[config.mk]
export PLATFORM = sky130hd
export DESIGN_NAME = font_ram_loader
export DESIGN_NICKNAME = d
export VERILOG_FILES = /design/src/rtl/font_ldr_pkg.sv /design/src/rtl/font_cmd_decode.sv /design/src/rtl/font_ptr_ctr.sv /design/src/rtl/font_col_ram.sv /design/src/rtl/font_ram_loader.sv
export SDC_FILE = /design/constraint.sdc
export NUM_CORES = 1
export LEC_CHECK = 0
export ABC_AREA = 1
export ABC_CLOCK_PERIOD_IN_PS = 3600
export BUFFER_PORTS_ARGS = -buffer_cell sky130_fd_sc_hd__buf_2
export CELL_PAD_IN_SITES_DETAIL_PLACEMENT = 0
export CELL_PAD_IN_SITES_GLOBAL_PLACEMENT = 1
export CORE_UTILIZATION = 50
export CTS_CLUSTER_DIAMETER = 50
export CTS_CLUSTER_SIZE = 16
export DETAILED_ROUTE_END_ITERATION = 7
export PLACE_DENSITY = 0.81
export SETUP_SLACK_MARGIN = 0.05
export SKIP_LAST_GASP = 1
export SYNTH_ARGS = -nofsm -noshare
export SYNTH_HDL_FRONTEND = slang
export SYNTH_HIERARCHICAL = 1
export SYNTH_SLANG_ARGS = --single-unit
[constraint.sdc]
create_clock -name clk -period 3.6 [get_ports clk]
set_input_delay 0.72 -clock clk [delete_from_list [all_inputs] [get_ports clk]]
set_output_delay 0.72 -clock clk [all_outputs]
set_load 0.01 [all_outputs]
[src/rtl/font_ldr_pkg.sv]
package font_ldr_pkg;
  typedef enum logic [1:0] {
    OP_IDLE = 2'd0,
    OP_PTR  = 2'd1,
    OP_COL  = 2'd2
  } font_op_e;
endpackage

[src/rtl/font_cmd_decode.sv]
module font_cmd_decode
  import font_ldr_pkg::*;
#(
  parameter int AW = 8,
  parameter int DW = 8,
  parameter logic [AW-1:0] CMD = 8'h05
) (
  input  logic          valid,
  input  logic [AW-1:0] addr,
  input  logic [DW-1:0] data,
  output font_op_e      op
);
  always_comb begin
    if (!valid || addr != CMD) op = OP_IDLE;
    else if (data[DW-1])       op = OP_PTR;
    else                       op = OP_COL;
  end
endmodule

[src/rtl/font_ptr_ctr.sv]
module font_ptr_ctr
  import font_ldr_pkg::*;
#(
  parameter int PW = 8,
  parameter logic [PW-1:0] BASE = 8'h80
) (
  input  logic          clk,
  input  logic          rst_n,
  input  font_op_e      op,
  input  logic [PW-1:0] load_val,
  output logic [PW-1:0] ptr_q
);
  logic [PW-1:0] step;

  always_comb begin
    if (ptr_q == '1) step = BASE;
    else             step = ptr_q + 1'b1;
  end

  always_ff @(posedge clk) begin
    if (!rst_n) ptr_q <= BASE;
    else begin
      case (op)
        OP_PTR:  ptr_q <= load_val;
        OP_COL:  ptr_q <= step;
        default: ptr_q <= ptr_q;
      endcase
    end
  end
endmodule

[src/rtl/font_col_ram.sv]
module font_col_ram #(
  parameter int DEPTH = 80,
  parameter int CW    = 7,
  parameter int PW    = 8,
  parameter int IW    = 7,
  parameter logic [PW-1:0] BASE = 8'h80
) (
  input  logic          clk,
  input  logic          rst_n,
  input  logic          wr_en,
  input  logic [PW-1:0] ptr,
  input  logic [CW-1:0] wdata,
  input  logic [IW-1:0] rd_idx,
  output logic [CW-1:0] rd_data
);
  localparam int LIMIT = int'(BASE) + DEPTH;

  logic [CW-1:0] mem [DEPTH];
  logic [PW-1:0] offs;
  logic          in_range;
  logic [DEPTH-1:0] row_we;

  assign offs     = ptr - BASE;
  assign in_range = (int'(ptr) >= int'(BASE)) && (int'(ptr) < LIMIT);

  for (genvar i = 0; i < DEPTH; i++) begin : g_row
    assign row_we[i] = wr_en && in_range && (offs == PW'(i));
  end

  always_ff @(posedge clk) begin
    for (int k = 0; k < DEPTH; k++) begin
      if (!rst_n)         mem[k] <= '0;
      else if (row_we[k]) mem[k] <= wdata;
    end
  end

  always_comb begin
    if (int'(rd_idx) < DEPTH) rd_data = mem[rd_idx];
    else                      rd_data = '0;
  end
endmodule

[src/rtl/font_ram_loader.sv]
module font_ram_loader
  import font_ldr_pkg::*;
#(
  parameter int NUM_CHARS = 16,
  parameter int COLS_PER_CHAR = 5,
  parameter int COL_W = 7,
  parameter int AW = 8,
  parameter logic [AW-1:0] FONT_CMD = 8'h05,
  parameter logic [AW-1:0] FONT_BASE = 8'h80
) (
  input  logic          clk,
  input  logic          rst_n,
  input  logic          wr_valid,
  output logic          wr_ready,
  input  logic [AW-1:0] wr_addr,
  input  logic [AW-1:0] wr_data,
  input  logic [6:0]    rd_col,
  output logic [COL_W-1:0] rd_data
);
  localparam int DEPTH = NUM_CHARS * COLS_PER_CHAR;

  font_op_e       op;
  logic [AW-1:0]  ptr_q;

  assign wr_ready = 1'b1;

  font_cmd_decode #(.AW(AW), .DW(AW), .CMD(FONT_CMD)) u_dec (
    .valid(wr_valid), .addr(wr_addr), .data(wr_data), .op(op)
  );

  font_ptr_ctr #(.PW(AW), .BASE(FONT_BASE)) u_ptr (
    .clk(clk), .rst_n(rst_n), .op(op), .load_val(wr_data), .ptr_q(ptr_q)
  );

  font_col_ram #(.DEPTH(DEPTH), .CW(COL_W), .PW(AW), .IW(7), .BASE(FONT_BASE)) u_ram (
    .clk(clk), .rst_n(rst_n), .wr_en(op == OP_COL), .ptr(ptr_q),
    .wdata(wr_data[COL_W-1:0]), .rd_idx(rd_col), .rd_data(rd_data)
  );
endmodule

Word-level counts from Yosys, hierarchy flattened
Memory sizes are Yosys's and may differ from the RTL's.
Index checks and enable logic that the tools add are counted.
{ "word_totals": {"elab_cells": 582, "regBits": 8, "mem_bits_rw": 560, "output_inout_bits": 8, "mem_count": 1} }
{ "classes": {"eq_ne": 83, "magnitude_cmp": 3, "n_bitwise": 80, "reduce_logical": 86, "add_sub_neg": 2, "mux": 326} }
{ "mem_list": {"columns": ["memory", "depth", "word_bits", "rd", "rd_ports_with_merged_regs", "write_ports", "line_no", "rtl"], "rows": [
  ["u_ram.mem", 80, 7, 1, 0, 80, "font_col_ram.sv:18", "logic [CW-1:0] mem [DEPTH];"]
]} }
{ "ops": {"columns": ["op", "n"], "rows": [
  ["7-bit 2-to-1 mux", 81],
  ["8-bit by 6-bit == test with 1-bit output (second input constant)", 32],
  ["1-bit 2-to-1 mux", 241],
  ["8-bit by 5-bit == test with 1-bit output (second input constant)", 16],
  ["8-bit by 7-bit == test with 1-bit output (second input constant)", 16],
  ["1-bit logical AND", 82],
  ["1-bit bitwise OR", 80],
  ["8-bit by 4-bit == test with 1-bit output (second input constant)", 8],
  ["8-bit by 3-bit == test with 1-bit output (second input constant)", 4],
  ["8-bit by 2-bit == test with 1-bit output (second input constant)", 2],
  ["8-bit case mux with 2 select lines", 1],
  ["8-bit by 1-bit adder with 8-bit output (second input constant)", 1],
  ["8-bit by 1-bit == test with 1-bit output (second input constant)", 1],
  ["8-bit == test (second input constant)", 1],
  ["8-bit greater-or-equal comparator (second input constant)", 1],
  ["8-bit zero test", 1],
  ["8-bit < comparator (second input constant)", 1],
  ["8-bit 2-to-1 mux", 1],
  ["8-bit by 3-bit inequality test with 1-bit output (second input constant)", 1],
  ["8-bit subtractor (second input constant)", 1],
  ["7-bit < comparator (second input constant)", 1],
  ["2-bit 2-to-1 mux", 2],
  ["2-bit by 1-bit == test with 1-bit output (second input constant)", 1],
  ["2-bit == test (second input constant)", 1],
  ["other kinds (3)", 3]
]} }

Longest topological paths before layout
Gate-level depths: netlist (run 1).
{ "depth": {"word_depth": 10, "mapped_depth": 13, "depth_no_buf": 12} }

Cells and area by module
Netlist (run 1), hierarchy kept.
{ "by_module_without_submodules": {"columns": ["mod", "area_per_inst_um2", "n_inst", "cells_per_inst"], "rows": [
  ["font_col_ram", 26616.8, 1, 2903],
  ["font_ptr_ctr", 540.5, 1, 83],
  ["font_cmd_decode", 43.8, 1, 9],
  ["font_ram_loader", 21.3, 1, 4]
]} }

Worst setup path after synthesis (run 1)
OpenSTA, ideal clock, no wires.
{ "synth_timing": {"path_type": "input to register", "start": "in wr_addr[3]", "end": "mem u_ram.mem[0][0], enable pin", "t_arrival_ns": 2.499, "stages": 11, "required_ns": 3.219, "setup_ns": 0.381, "setup_slack_ns": 0.720, "cell_sequence": "nand3b_1 > nor3_1 > inv_1 > nor2_2 > nand2_1 > a21oi_2 > inv_2 > buf_2 > nor2_2 > inv_1 > o21ai_0"} }
{ "synth_rtl": {"columns": ["item", "line_no", "rtl"], "rows": [
  ["from (decl)", "font_ram_loader.sv:15", "input logic [AW-1:0] wr_addr,"],
  ["to (decl)", "font_col_ram.sv:18", null]
]} }

Final worst setup path (run 1)
{ "layout_timing": {"start": "in rd_col[0]", "end": "out rd_data[2]"} }
{ "layout_via": {"elab_chain_cells": 2} }
{ "layout_lines": {"columns": ["item", "line_no", "rtl"], "rows": [
  ["from (decl)", "font_ram_loader.sv:17", "input logic [6:0] rd_col,"],
  ["memory read 80 x 7 bit / 7-bit < comparator (equally long branches)", null, null],
  ["7-bit 2-to-1 mux (*)", "font_col_ram.sv:38", "if (int'(rd_idx) < DEPTH) rd_data = mem[rd_idx];"],
  ["to (decl)", "font_ram_loader.sv:18", "output logic [COL_W-1:0] rd_data"]
]} }
Every way passes the cells marked *; elsewhere a longest branch is shown, timed or not.

==> results.yml, run 1 <==
synth:
  ys_warn_count: 6
  ys_top_cells_by_area: "edfxtp_1 62%, nor2_1 10%, nand2_1 8.7%, nand3_1 7.5%, o21ai_0 2.7%"
  synth-xor-area-share_pct: 0.03217
  syn_inst: 2999
  synth-main-ff-cell: "edfxtp_1"
  synthAdderAreaFrac_pct: 0.09192
  synth_area_sq_um: 27220
  ys_seq_area_share_pct: 62.36
  synth_compound_area_share_pct: 4.302
  ys_seq_elements: 568
  yosys.area.top_type: "edfxtp_1"
  synth_top_area_share_pct: 61.77
  syn_nets: 3027
  synth-edff-count: 560
  async_flop_share_pct: 0
  ys_types: 32
  synthMuxAreaShare_pct: 0
  synth_top_family_by_area: "simple AND/OR/NAND/NOR gates"
  yosys.area_share.simple_pct: 27.29
  synth.avg_cell_area_sq_um: 9.077
timing:
  tns_ps: 0
  max_freq_mhz: 287.4
  final_hold_viol_count: 0
  setup_violations: 0
  tightest_slew_ps: 885.6
  rsz0062_at_grt: "no"
  post-route-min-period_ps: 3479
  skew_ps: 17.57
  slew_headroom_pct: 40.96
  fin_crit_sh_pct: 96.65
  slew_violations: 0
cells_and_area:
  final_common_cell: "nor2_1"
  register_area_sq_um: 16980
  n_fill_cell: 4745
  utilization_pct: 57.51
  finalNetCount: 3078
  drive_gt1_share_pct: 10.75
  final_cell_mix: "755 x nor2_1, 634 x nand2_1, 560 x edfxtp_1"
  multi_input_area_sq_um: 8637
  syn_to_final_growth_pct: 13.69
  final_cells: 3796
routing:
  wl_met3_um: 6659
  met1_length_um: 32890
  top_layer: "met4"
  routed_wl_um: 80920
  dr_wl_met2_um: 38310
  vias: 21640
  wl_per_cell_um: 21.32
  firstDrtPassIters: 8
  drc: 0
  antenna_left: 0
  via_per_inst: 5.701
  drtIter0Drc: 2468
clock_tree:
  cts_setup_buffers: 0
  htree_levels: 2
  cts_tree: "yes"
  numCtsBuffers: 58
  clk_latency_ps: 630
  cts_sinks: 568
  clock_path_buffers: 3
  cts.clk_slew.worst_paths_ps: 70
  hold_buffers: 0
  cts_root_buffer: "clkbuf_16"
  cts_resized: 0
place:
  portBuffers: 32
  dp.cells: 3686
  dpl.hpwl_um: 53310
  routabilityCongestion: 0.8931
floorplanning:
  initial_utilization_pct: 50.59
  die_x_um: 235.3
  rows: 85
  die-area_sq_um: 55380
  fp.dieH_um: 235.3
  core_area_sq_um: 53810
  ios: 34
global_routing:
  grt_use_total_pct: 29.36
  grt_pass1_wl_um: 123000
  antenna_found_initial: 1
  grt_overflow_total: 0
  grt_pass1_vias: 20732
  grt_max_degree: 69
worst_hold_path:
  hold_path.class: "in2reg"
  hold_depth: 3
critical_path:
  cp_common_cell: "nor2_1"
  cp.arrival_ps: 2760
  slowest_stage: "buf_4"
  crit_path_max_incr_delay_ps: 280
  cp-end-kind: "output pin"
  worst-path-max-fanout: 55
  cp-start-kind: "primary input"
  crit_type: "in2out"
  cp_cell_sequence: "clkbuf_8 -> buf_12 -> buf_4 -> nor2_1 -> nor2_1 -> o21ai_0 -> nand3_1 -> nand3_1 -> nand2_1 -> nand2_1 -> nand3_1 -> nor2_1 -> nor2_1 -> buf_2"
  r2r_cells: 6
  critPathRequiredTime_ps: 2880
power_and_ir_drop:
  ir_drop_mv: 0.4054
  power_density_nw_per_um2: 486.8
  power.total_uw: 15060
  leakagePower_uw: 0.01254
run_status:
  status: "complete, no violations"
flow_run:
  cap_viol_max_count: 0
[cell type report]
| cell class | instances | share of cell area (%) |
|---|---|---|
| Inverter | 186 | 2.317 |
| Clock buffer | 65 | 4.981 |
| Sequential cell | 568 | 54.85 |
| Antenna cell | 2 | 0.01617 |
| Timing Repair Buffer | 196 | 5.591 |
| Multi-Input combinational cell | 2040 | 27.91 |
| Clock inverter | 43 | 1.520 |
| Tap cell | 696 | 2.814 |
[path summary, 6_finish.rpt]
| path | start | endpoint | slack (ps) |
|---|---|---|---|
| setup / recovery | rd_col[0] | rd_data[2] | 120 |
| hold / removal | wr_data[6] | u_ptr/ptr_q[6]$_SDFFE_PN0P_ | 430 |
| setup reg to reg | u_ptr/ptr_q[5]$_SDFFE_PN0P_ | u_ram/mem[32][1]$_SDFFCE_PN0P_ | 980 |
| hold reg to reg | u_ptr/ptr_q[4]$_SDFFE_PN0P_ | u_ptr/ptr_q[4]$_SDFFE_PN0P_ | 560 |
[worst max-delay path: cells and delay by family]
kind	cells	cell delay [ps]
AOI/OAI and AO/OA	1	90
buffers and inverters	4	920
and+or+nand+nor	9	990
[sequential cells by signal, indices dropped and copies added (netlist names)]
name	cells
u_ram/mem	560
u_ptr/ptr_q	8
[report_power, final]
group	switching (uW)	leakage [uW]	internal, uW
Sequential	62.9	0.00585	7450
Combinational	887	0.00572	361
Clock	2780	0.000965	3520
[routing by layer]
metal	up-vias	track usage, %
met2	974	47.78
met3	175	3.623
met5	-	0
met1	10431	39.99
met4	0	12.42
li1	10060	-
[cell usage after synthesis (14+ instances only)]
master,count
a21oi_1,14
nor2_2,15
o21ai_0,148
nand3_1,407
buf_1,21
inv_1,173
o21ai_1,17
edfxtp_1,560
buf_2,67
nand2_1,634
nor2_1,755
clkbuf_1,102
o211ai_1,22
[metrics by stage]
stage	hold slack, ps	setup WS, ps	instance area (sq um)
2_1_floorplan	501.6	720.3	27220
3_3_place_gp	542.9	165.2	28930
3_5_place_dp	548.7	169.6	28930
4_1_cts	407.5	167.9	30940
5_1_grt	459.5	64.70	30950
6_report	430.1	120.7	30950
[cells by family (layout without fill, tap and decap cells)]
group	Yosys count	count (layout)
other cells	1	3
simple gates	1822	1822
fa+ha+maj	2	2
compound gates	214	214
flops	568	568
xor+xnor	1	1
buf+inv	391	490
Power figures use the tool's default switching activity.
==> inputs of run 2 (changes only) <==
ABC_CLOCK_PERIOD_IN_PS = 4440   (was 3600)
CORE_UTILIZATION = 53   (was 50)
PLACE_DENSITY = 0.85   (was 0.81)
clock period = 4.44 ns   (was 3.6 ns; I/O delays follow)
==> run 2 against run 1 <==
Compared with the run above: clock power down 29%; design area down 2.5%; register-to-register slack better by 990 ps; via count down 0.40%; worst hold slack better by 120 ps; clock skew up 0.79 ps; combinational power down 22%; utilization up 2.4 points; die area down 5.6%; global-route usage up 1.1 points; sequential share of layout area up 1.4 points; critical endpoint is now rd_data[0]; largest cell class unchanged; highest routed layer unchanged.
==> results.yml, run 2 (synthesis gave the netlist of run 1 again) <==
run_status:
  status: "complete, no violations"
cells_and_area:
  top_regs: "u_ram/mem: 560 flops, u_ptr/ptr_q: 8 flops"
  drive_gt1_share_pct: 9.216
  utilization_pct: 59.93
  finalNetCount: 3039
  top_register: "u_ram/mem"
  largest_reg_flops: 560
  syn_to_final_growth_pct: 10.89
  final_cell_mix: "755 x nor2_1, 634 x nand2_1, 560 x edfxtp_1"
  final_common_cell: "nor2_1"
routing:
  via_per_inst: 5.791
  wl_per_cell_um: 21.18
  routed_wl_um: 78830
  vias: 21554
  drc: 0
  antenna_left: 0
  drtIter0Drc: 2526
  firstDrtPassIters: 6
floorplanning:
  ios: 34
  die-area_sq_um: 52270
  initial_utilization_pct: 54.04
  core_area_sq_um: 50380
  rows: 82
  die_x_um: 228.6
  fp.dieH_um: 228.6
global_routing:
  grt_overflow_total: 0
  grt_max_degree: 125
  grt_pass1_vias: 20706
  grt_use_total_pct: 30.42
  antenna_found_initial: 2
  grt_pass1_wl_um: 121200
flow_run:
  cap_viol_max_count: 0
clock_tree:
  cts.clk_slew.worst_paths_ps: 60
  numCtsBuffers: 51
  clk_latency_ps: 610
  cts_root_buffer: "clkbuf_16"
  htree_levels: 2
  clock_path_buffers: 3
  hold_buffers: 0
  cts_setup_buffers: 0
  cts_resized: 0
  cts_sinks: 568
  cts_tree: "yes"
timing:
  slew_headroom_pct: 29.99
  slew_violations: 0
  tightest_slew_ps: 1050
  rsz0062_at_grt: "no"
  post-route-min-period_ps: 3937
  skew_ps: 18.36
  setup_violations: 0
  fin_crit_sh_pct: 88.67
  tns_ps: 0
  max_freq_mhz: 254.0
  final_hold_viol_count: 0
place:
  portBuffers: 32
  dpl.hpwl_um: 51020
  routabilityCongestion: 0.9402
critical_path:
  crit_type: "in2out"
  cp-start-kind: "primary input"
  cp-end-kind: "output pin"
  r2r_cells: 10
  rrSetupSlack_ps: 1970
  cp.arrival_ps: 3050
  r2r_start: "u_ptr/ptr_q[2]$_SDFFE_PN0P_"
  critPathRequiredTime_ps: 3550
  reg2reg_to: "u_ram/mem[54][0]$_SDFFCE_PN0P_"
  worst-path-max-fanout: 40
power_and_ir_drop:
  power_density_nw_per_um2: 383.1
  ir_drop_mv: 0.3019
  leakagePower_uw: 0.01215
  power.total_uw: 11560
worst_hold_path:
  min-delay-start: "u_ptr/ptr_q[4]$_SDFFE_PN0P_"
  hold_depth: 2
  hold_path.class: "reg2reg"
  min_to: "u_ptr/ptr_q[4]$_SDFFE_PN0P_"
==> run 2: final cells by class <==
type / count / area [sq um]
Antenna cell: 1 / 2.502
Clock buffer: 59 / 1349
Clock inverter: 32 / 325.3
Fill cell: 4277 / 20190
Inverter: 186 / 716.9
Multi-Input combinational cell: 2040 / 8637
Sequential cell: 568 / 16980
Tap cell: 672 / 840.8
Timing Repair Buffer: 164 / 1340
==> run 2: worst max path at each step <==
stage / startpoint / to / slack, ps / depth (start not counted)
after global routing: rd_col[1] / rd_data[2] / 320 / 11
after global placement: rd_col[1] / rd_data[0] / 520 / 11
after CTS: rd_col[1] / rd_data[2] / 530 / 11
final: rd_col[1] / rd_data[0] / 500 / 11
after floorplan: wr_addr[3] / u_ram/mem[0][0]$_SDFFCE_PN0P_ / 1390 / 11
after detailed placement: rd_col[1] / rd_data[2] / 540 / 11
==> run 2: power breakdown <==
part	switching [uW]	total, uW	internal, uW
Sequential	49.3	6090	6040
Combinational	713	978	265
Clock	2060	4500	2440
Total	2820	11600	8750
==> run 2: layer usage <==
metal | vias to the layer above | part of all wire, % | wire [um] | global-route usage, %
li1 | 9932 | - | - | -
met1 | 10349 | 40 | 31460 | 41.09
met2 | 1096 | 47 | 37010 | 49.20
met3 | 177 | 9.3 | 7323 | 4.815
met4 | 0 | 3.8 | 3032 | 12.46
met5 | - | 0 | 0 | 0
==> run 2: through the flow <==
stage               worst slack (ps)  hold slack, ps  std cells  area [sq um]
CTS                            528.0           555.2       3721         30190
global route                   318.4           598.4       3721         30190
detailed placement             539.3           544.4       3630         28510
floorplan                       1392           501.6       2999         27220
finish                         503.2           552.3       3722         30190
global placement               524.1           543.5       3630         28510
==> run 2: worst max-delay path: stages <==
cell	delay [ps]
buf_4	130
inv_4	310
buf_12	250
buf_4	390
o21ai_0	150
o211ai_1	260
nand3_1	120
nand3_1	120
nand2_1	60
nor2_1	190
buf_2	170
